<file path="src/rtl/rxstat_pkg.sv">
package rxstat_pkg;
  localparam int NUM_ERR = 3;
  localparam int ERR_OVR = 0;
  localparam int ERR_NF  = 1;
  localparam int ERR_FE  = 2;
  typedef logic [NUM_ERR-1:0] err_vec_t;
endpackage

</file>
<file path="src/rtl/rx_rst_sync.sv">
module rx_rst_sync #(
  parameter int STAGES = 2
) (
  input  logic clk,
  input  logic rst_n_i,
  output logic rst_n_o
);
  localparam int TOP = STAGES - 1;

  logic [TOP:0] sync_q;
  logic [TOP:0] sync_d;

  always_comb begin
    sync_d = {sync_q[TOP-1:0], 1'b1};
  end

  always_ff @(posedge clk or negedge rst_n_i) begin
    if (!rst_n_i) sync_q <= '0;
    else          sync_q <= sync_d;
  end

  assign rst_n_o = sync_q[TOP];

  initial begin
    AST_SYNC_DEPTH: assert (STAGES >= 2);
  end
endmodule

</file>
<file path="src/rtl/rx_hold_reg.sv">
module rx_hold_reg #(
  parameter int DATA_W = 8
) (
  input  logic              clk,
  input  logic              rst_n,
  input  logic              char_vld_i,
  input  logic [DATA_W-1:0] char_dat_i,
  input  logic              rd_data_i,
  output logic              load_o,
  output logic              ovr_evt_o,
  output logic              full_o,
  output logic [DATA_W-1:0] data_o
);
  logic              full_q, full_d;
  logic [DATA_W-1:0] data_q, data_d;
  logic              data_en;

  always_comb begin
    load_o    = char_vld_i & ~full_q;
    ovr_evt_o = char_vld_i &  full_q;
    data_en   = load_o;
    data_d    = char_dat_i;
    full_d    = full_q;
    if (load_o)         full_d = 1'b1;
    else if (rd_data_i) full_d = 1'b0;
  end

  always_ff @(posedge clk or negedge rst_n) begin
    if (!rst_n) begin
      full_q <= 1'b0;
      data_q <= '0;
    end else begin
      full_q <= full_d;
      if (data_en) data_q <= data_d;
    end
  end

  assign full_o = full_q;
  assign data_o = data_q;

  AST_LOAD_FILLS: assert property (@(posedge clk) disable iff (!rst_n)
    (char_vld_i && !full_o) |=> (full_o && data_o == $past(char_dat_i)));
  AST_READ_EMPTIES: assert property (@(posedge clk) disable iff (!rst_n)
    (rd_data_i && !char_vld_i) |=> !full_o);
  AST_OVR_KEEPS_DATA: assert property (@(posedge clk) disable iff (!rst_n)
    (char_vld_i && full_o) |=> $stable(data_o));
endmodule

</file>
<file path="src/rtl/rx_err_flag.sv">
module rx_err_flag (
  input  logic clk,
  input  logic rst_n,
  input  logic set_i,
  input  logic rd_stat_i,
  input  logic rd_data_i,
  output logic flag_o
);
  logic flag_q, flag_d;
  logic armed_q, armed_d;
  logic clr;

  always_comb begin
    clr    = rd_data_i & armed_q;
    flag_d = flag_q;
    if (set_i)    flag_d = 1'b1;
    else if (clr) flag_d = 1'b0;
    armed_d = armed_q;
    if (rd_stat_i)      armed_d = flag_q;
    else if (rd_data_i) armed_d = 1'b0;
  end

  always_ff @(posedge clk or negedge rst_n) begin
    if (!rst_n) begin
      flag_q  <= 1'b0;
      armed_q <= 1'b0;
    end else begin
      flag_q  <= flag_d;
      armed_q <= armed_d;
    end
  end

  assign flag_o = flag_q;

  AST_SET_WINS: assert property (@(posedge clk) disable iff (!rst_n)
    set_i |=> flag_o);
  AST_FALL_NEEDS_READ: assert property (@(posedge clk) disable iff (!rst_n)
    $fell(flag_o) |-> $past(rd_data_i));
  AST_UNARMED_HOLDS: assert property (@(posedge clk) disable iff (!rst_n)
    (rd_data_i && !armed_q && flag_o) |=> flag_o);
endmodule

</file>
<file path="src/rtl/rx_status_core.sv">
module rx_status_core
  import rxstat_pkg::*;
#(
  parameter int DATA_W      = 8,
  parameter int SYNC_STAGES = 2
) (
  input  logic              clk,
  input  logic              rst_n,
  input  logic              char_vld_i,
  input  logic [DATA_W-1:0] char_dat_i,
  input  logic              char_noise_i,
  input  logic              char_stop_i,
  input  logic              rd_stat_i,
  input  logic              rd_data_i,
  input  logic              ovr_ie_i,
  input  logic              fe_ie_i,
  input  logic              nf_ie_i,
  output logic [DATA_W-1:0] rx_data_o,
  output logic              rx_full_o,
  output logic              ovr_flag_o,
  output logic              nf_flag_o,
  output logic              fe_flag_o,
  output logic              err_irq_o,
  output logic              nf_irq_o
);
  logic     rst_n_s;
  logic     load;
  logic     ovr_evt;
  err_vec_t err_set;
  err_vec_t err_q;

  rx_rst_sync #(.STAGES(SYNC_STAGES)) u_rst_sync (
    .clk     (clk),
    .rst_n_i (rst_n),
    .rst_n_o (rst_n_s)
  );

  rx_hold_reg #(.DATA_W(DATA_W)) u_hold (
    .clk        (clk),
    .rst_n      (rst_n_s),
    .char_vld_i (char_vld_i),
    .char_dat_i (char_dat_i),
    .rd_data_i  (rd_data_i),
    .load_o     (load),
    .ovr_evt_o  (ovr_evt),
    .full_o     (rx_full_o),
    .data_o     (rx_data_o)
  );

  always_comb begin
    err_set          = '0;
    err_set[ERR_OVR] = ovr_evt;
    err_set[ERR_NF]  = load & char_noise_i;
    err_set[ERR_FE]  = load & ~char_stop_i;
  end

  for (genvar g = 0; g < NUM_ERR; g++) begin : g_flag
    rx_err_flag u_flag (
      .clk       (clk),
      .rst_n     (rst_n_s),
      .set_i     (err_set[g]),
      .rd_stat_i (rd_stat_i),
      .rd_data_i (rd_data_i),
      .flag_o    (err_q[g])
    );
  end

  assign ovr_flag_o = err_q[ERR_OVR];
  assign nf_flag_o  = err_q[ERR_NF];
  assign fe_flag_o  = err_q[ERR_FE];
  assign err_irq_o  = (err_q[ERR_OVR] & ovr_ie_i) | (err_q[ERR_FE] & fe_ie_i);
  assign nf_irq_o   = err_q[ERR_NF] & nf_ie_i;

  AST_DROP_NO_NOISE: assert property (@(posedge clk) disable iff (!rst_n_s)
    (char_vld_i && rx_full_o && !nf_flag_o) |=> !nf_flag_o);
  AST_DROP_NO_FRAME: assert property (@(posedge clk) disable iff (!rst_n_s)
    (char_vld_i && rx_full_o && !fe_flag_o) |=> !fe_flag_o);
  AST_OVR_ONLY_WHEN_FULL: assert property (@(posedge clk) disable iff (!rst_n_s)
    $rose(ovr_flag_o) |-> $past(rx_full_o && char_vld_i));
  AST_ERR_IRQ_QUIET: assert property (@(posedge clk) disable iff (!rst_n_s)
    (!ovr_flag_o && !fe_flag_o) |-> !err_irq_o);
endmodule

</file>
<file path="config.mk">
export PLATFORM = sky130hd
export DESIGN_NAME = rx_status_core
export DESIGN_NICKNAME = d
export VERILOG_FILES = /design/src/rtl/rxstat_pkg.sv /design/src/rtl/rx_rst_sync.sv /design/src/rtl/rx_hold_reg.sv /design/src/rtl/rx_err_flag.sv /design/src/rtl/rx_status_core.sv
export SDC_FILE = /design/constraint.sdc
export NUM_CORES = 1
export LEC_CHECK = 0
export ABC_AREA = 0
export BUFFER_PORTS_ARGS = -buffer_cell sky130_fd_sc_hd__buf_2
export CORE_UTILIZATION = 43
export DETAILED_ROUTE_END_ITERATION = 10
export PLACE_DENSITY = 0.75
export SLEW_MARGIN = 20
export SYNTH_ARGS = -nofsm -noshare
export SYNTH_HDL_FRONTEND = slang
export SYNTH_SLANG_ARGS = --single-unit
export TNS_END_PERCENT = 5
</file>
<file path="constraint.sdc">
create_clock -name clk -period 0.86 [get_ports clk]
set_clock_uncertainty 0.2 [all_clocks]
set_input_delay 0.043 -clock clk [delete_from_list [all_inputs] [get_ports clk]]
set_output_delay 0.043 -clock clk [all_outputs]
set_load 0.01 [all_outputs]
</file>
==> run_results.csv <==
group,metric,value,unit
routing,wl_per_cell,11.65,µm
cts,cts_buffer_depth,2,
placement,port_buffers,31,
flow_run,drv_cap,0,
timing,rsz0062_at_grt,"true",
floorplanning,dieArea,1737,µm²
timing,hold_viol,32,
setup_path,end_kind,"register",
routing,ant_nets,0,
finish,final_nets,105,
pwr,ir_worst_vdd,1220,µV
yosys,synth_seq_cells,17,
timing,min_period,1.300,ns
floorplanning,die_h,41.68,µm
timing,drv_slew,0,
yosys,synthesis.area,676.9,µm²
global_route,grt_pass1_wl,2.111,mm
pwr,p_sw,0.0006055,W
pwr,p_sw_frac,0.2789,
floorplanning,num_rows,13,
yosys,ys_top_cells_by_area,"dfrtp_1 63%, mux2_4 18%, a22o_1 3.9%",
routing,firstDrtPassIters,2,
cts,root_buffer,"clkbuf_4",
cts,ctsHoldBuffers,2,
yosys,seq_area_frac_synth,0.6285,
yosys,yosys.area.top_type,"dfrtp_1",
timing,clock.fmax,769.4,MHz
global_route,grt-ovfl-total,0,
placement,gp_congestion,0.7869,
placement,dp_hpwl,905.4,µm
timing,setup_viol,28,
floorplanning,core,1383,µm²
cts,clkTransAtPathRegs,0.09,ns
setup_path,arrival,1.27,ns
pwr,pwr-share-comb,0.314,
yosys,yosys_warnings,0,
floorplanning,io_pins,32,
outcome,status,"finished, violations left",
yosys,synth.top_cell.area_share,0.6285,
timing,period_share,1.511,
global_route,grt_pass1_vias,478,
setup_path,cp.required,0.83,ns
pwr,p_clk_frac,0.188,
setup_path,cp-start-kind,"register",
routing,num_vias,485,
yosys,synth_area_per_cell,15.04,µm²
finish,drive_gt1_frac,0.5814,
yosys,synth-edff-count,0,
routing,viasPerCell,4.802,
global_route,grt_max_degree,16,
floorplanning,die_w,41.68,µm
yosys,synthDistinctLibCells,15,
cts,cts_buffers,3,
finish,diodes,0,
cts,cts_tree,"yes",
finish,layout_commonest_cell,"buf_2",
finish,layout_common_cells,"30 x buf_2, 17 x dfrtp_1, 8 x mux2_4",
floorplanning,start_util,0.4896,
pwr,power_frac_seq,0.498,
pwr,power.leakage,0.4936,nW
pwr,p_int,0.001565,W
global_route,grt_antenna_before_repair,0,
yosys,async_reset_ff_frac,1.000,
outcome,violations,"hold timing, setup timing",
timing,whs,-0.2139,ns
cts,h-tree-depth,1,
setup_path,critPathMaxFanout,9,
setup_path,critPathKind,"register to register",
timing,fin_setup_tns,-8.108,ns
pwr,p_per_area,2295,nW/µm²
global_route,track_usage,0.1647,
yosys,syn_nets,63,
cts,cts.sinks,17,
finish,area_growth,39.74,%
routing,wl,1.177,mm
timing,fin_ws,-0.4397,ns
routing,drc_errors,0,
routing,drt_iter0_drc,2,
yosys,synth_ff_type,"dfrtp_1",
cts,clkLatencyLatePin,0.28,ns
min_path,hp-class,"primary input to register",
yosys,synthCells,45,
## per-layer routing
| metal | global-route usage | share of wire | routed length, µm | vias up |
|---|---|---|---|---|
| li1 | - | - | - | 243 |
| met4 | 0.07742 | 0.010 | 12 | 0 |
| met3 | 0.03043 | 0.042 | 49 | 2 |
| met2 | 0.2563 | 0.50 | 588 | 13 |
| met5 | 0 | 0 | 0 | - |
| met1 | 0.2225 | 0.45 | 526 | 227 |
## worst paths after layout
kind / end / slack (ns) / startpoint / cells after the start
worst max register to register: u_hold.data_o[5] / -0.44 / u_hold.full_o / 3
worst max-delay path: u_hold.data_o[5] / -0.44 / u_hold.full_o / 3
worst min-delay path: u_hold.data_o[3] / -0.21 / char_dat_i[3] / 2
worst min register to register: u_hold.data_o[5] / -0.03 / u_rst_sync.sync_q[1] / 1
max in group asynchronous: g_flag[2].u_flag.flag_o / 0.31 / u_rst_sync.sync_q[1] / 1
min in group asynchronous: u_rst_sync.sync_q[0] / -0.15 / rst_n / 2
## critical path: stages, from the launching register on
cell,delay (ns)
dfrtp_1,0.39
nor2b_2,0.16
buf_12,0.15
mux2_4,0.30
## cells in the mapped netlist, types with 2 or more instances
master,instances
a22o_1,3
a22o_2,2
dfrtp_1,17
mux2_4,8
nand2_1,4
o21ai_0,2
## final cells by class
class	instances	area, µm²
clock buffers	4	26.28
fillers	108	436.7
inverters	1	3.754
multi-input cells	26	236.5
flip-flops and latches	17	425.4
well taps	15	18.77
repair buffers	38	235.2
## stage by stage
step	total power, W	utilization	setup WS (ns)	cell area (µm²)	std cells
5_1_grt	0.002303	0.6842	-0.4687	945.9	101
3_5_place_dp	0.001731	0.6380	-0.4386	882.1	94
4_1_cts	0.002204	0.6842	-0.4526	945.9	101
2_1_floorplan	0.001452	-	-0.4704	676.9	45
6_report	0.002171	0.6842	-0.4397	945.9	101
3_3_place_gp	0.001712	0.6380	-0.4275	882.1	94
## state kept, by name, summed over array words and instances, names as in the netlist
register and flops:
g_flag.u_flag.flag_o 3, u_hold.full_o 1, g_flag.u_flag.armed_q 3, u_rst_sync.sync_q 2, u_hold.data_o 8
## power by group through the flow
stage	logic [W]	clock network, W	registers [W]
2_1_floorplan	0.000285	0	0.00117
3_3_place_gp	0.000618	0	0.00109
3_5_place_dp	0.000626	0	0.00110
4_1_cts	0.000694	0.000427	0.00108
5_1_grt	0.000741	0.000458	0.00110
6_report	0.000681	0.000409	0.00108
## cells by family (layout without fill, tap and decap cells)
logic type / Yosys count / count (layout) / synth area share
flops: 17 / 17 / 0.6285
mux: 8 / 8 / 0.1775
compound gates: 8 / 8 / 0.09613
simple gates: 9 / 9 / 0.07025
other cells: 1 / 1 / 0.005540
buf+inv: 2 / 43 / 0.02217
## timing repair
action                     in CTS  in global routing
hold endpoints to repair       32                 17
buffers inserted                1                  0
setup endpoints to repair      29                 29
gates resized for setup         4                  0
pin swaps                       5                  0
Note: power is estimated with default switching activity, not from simulation.
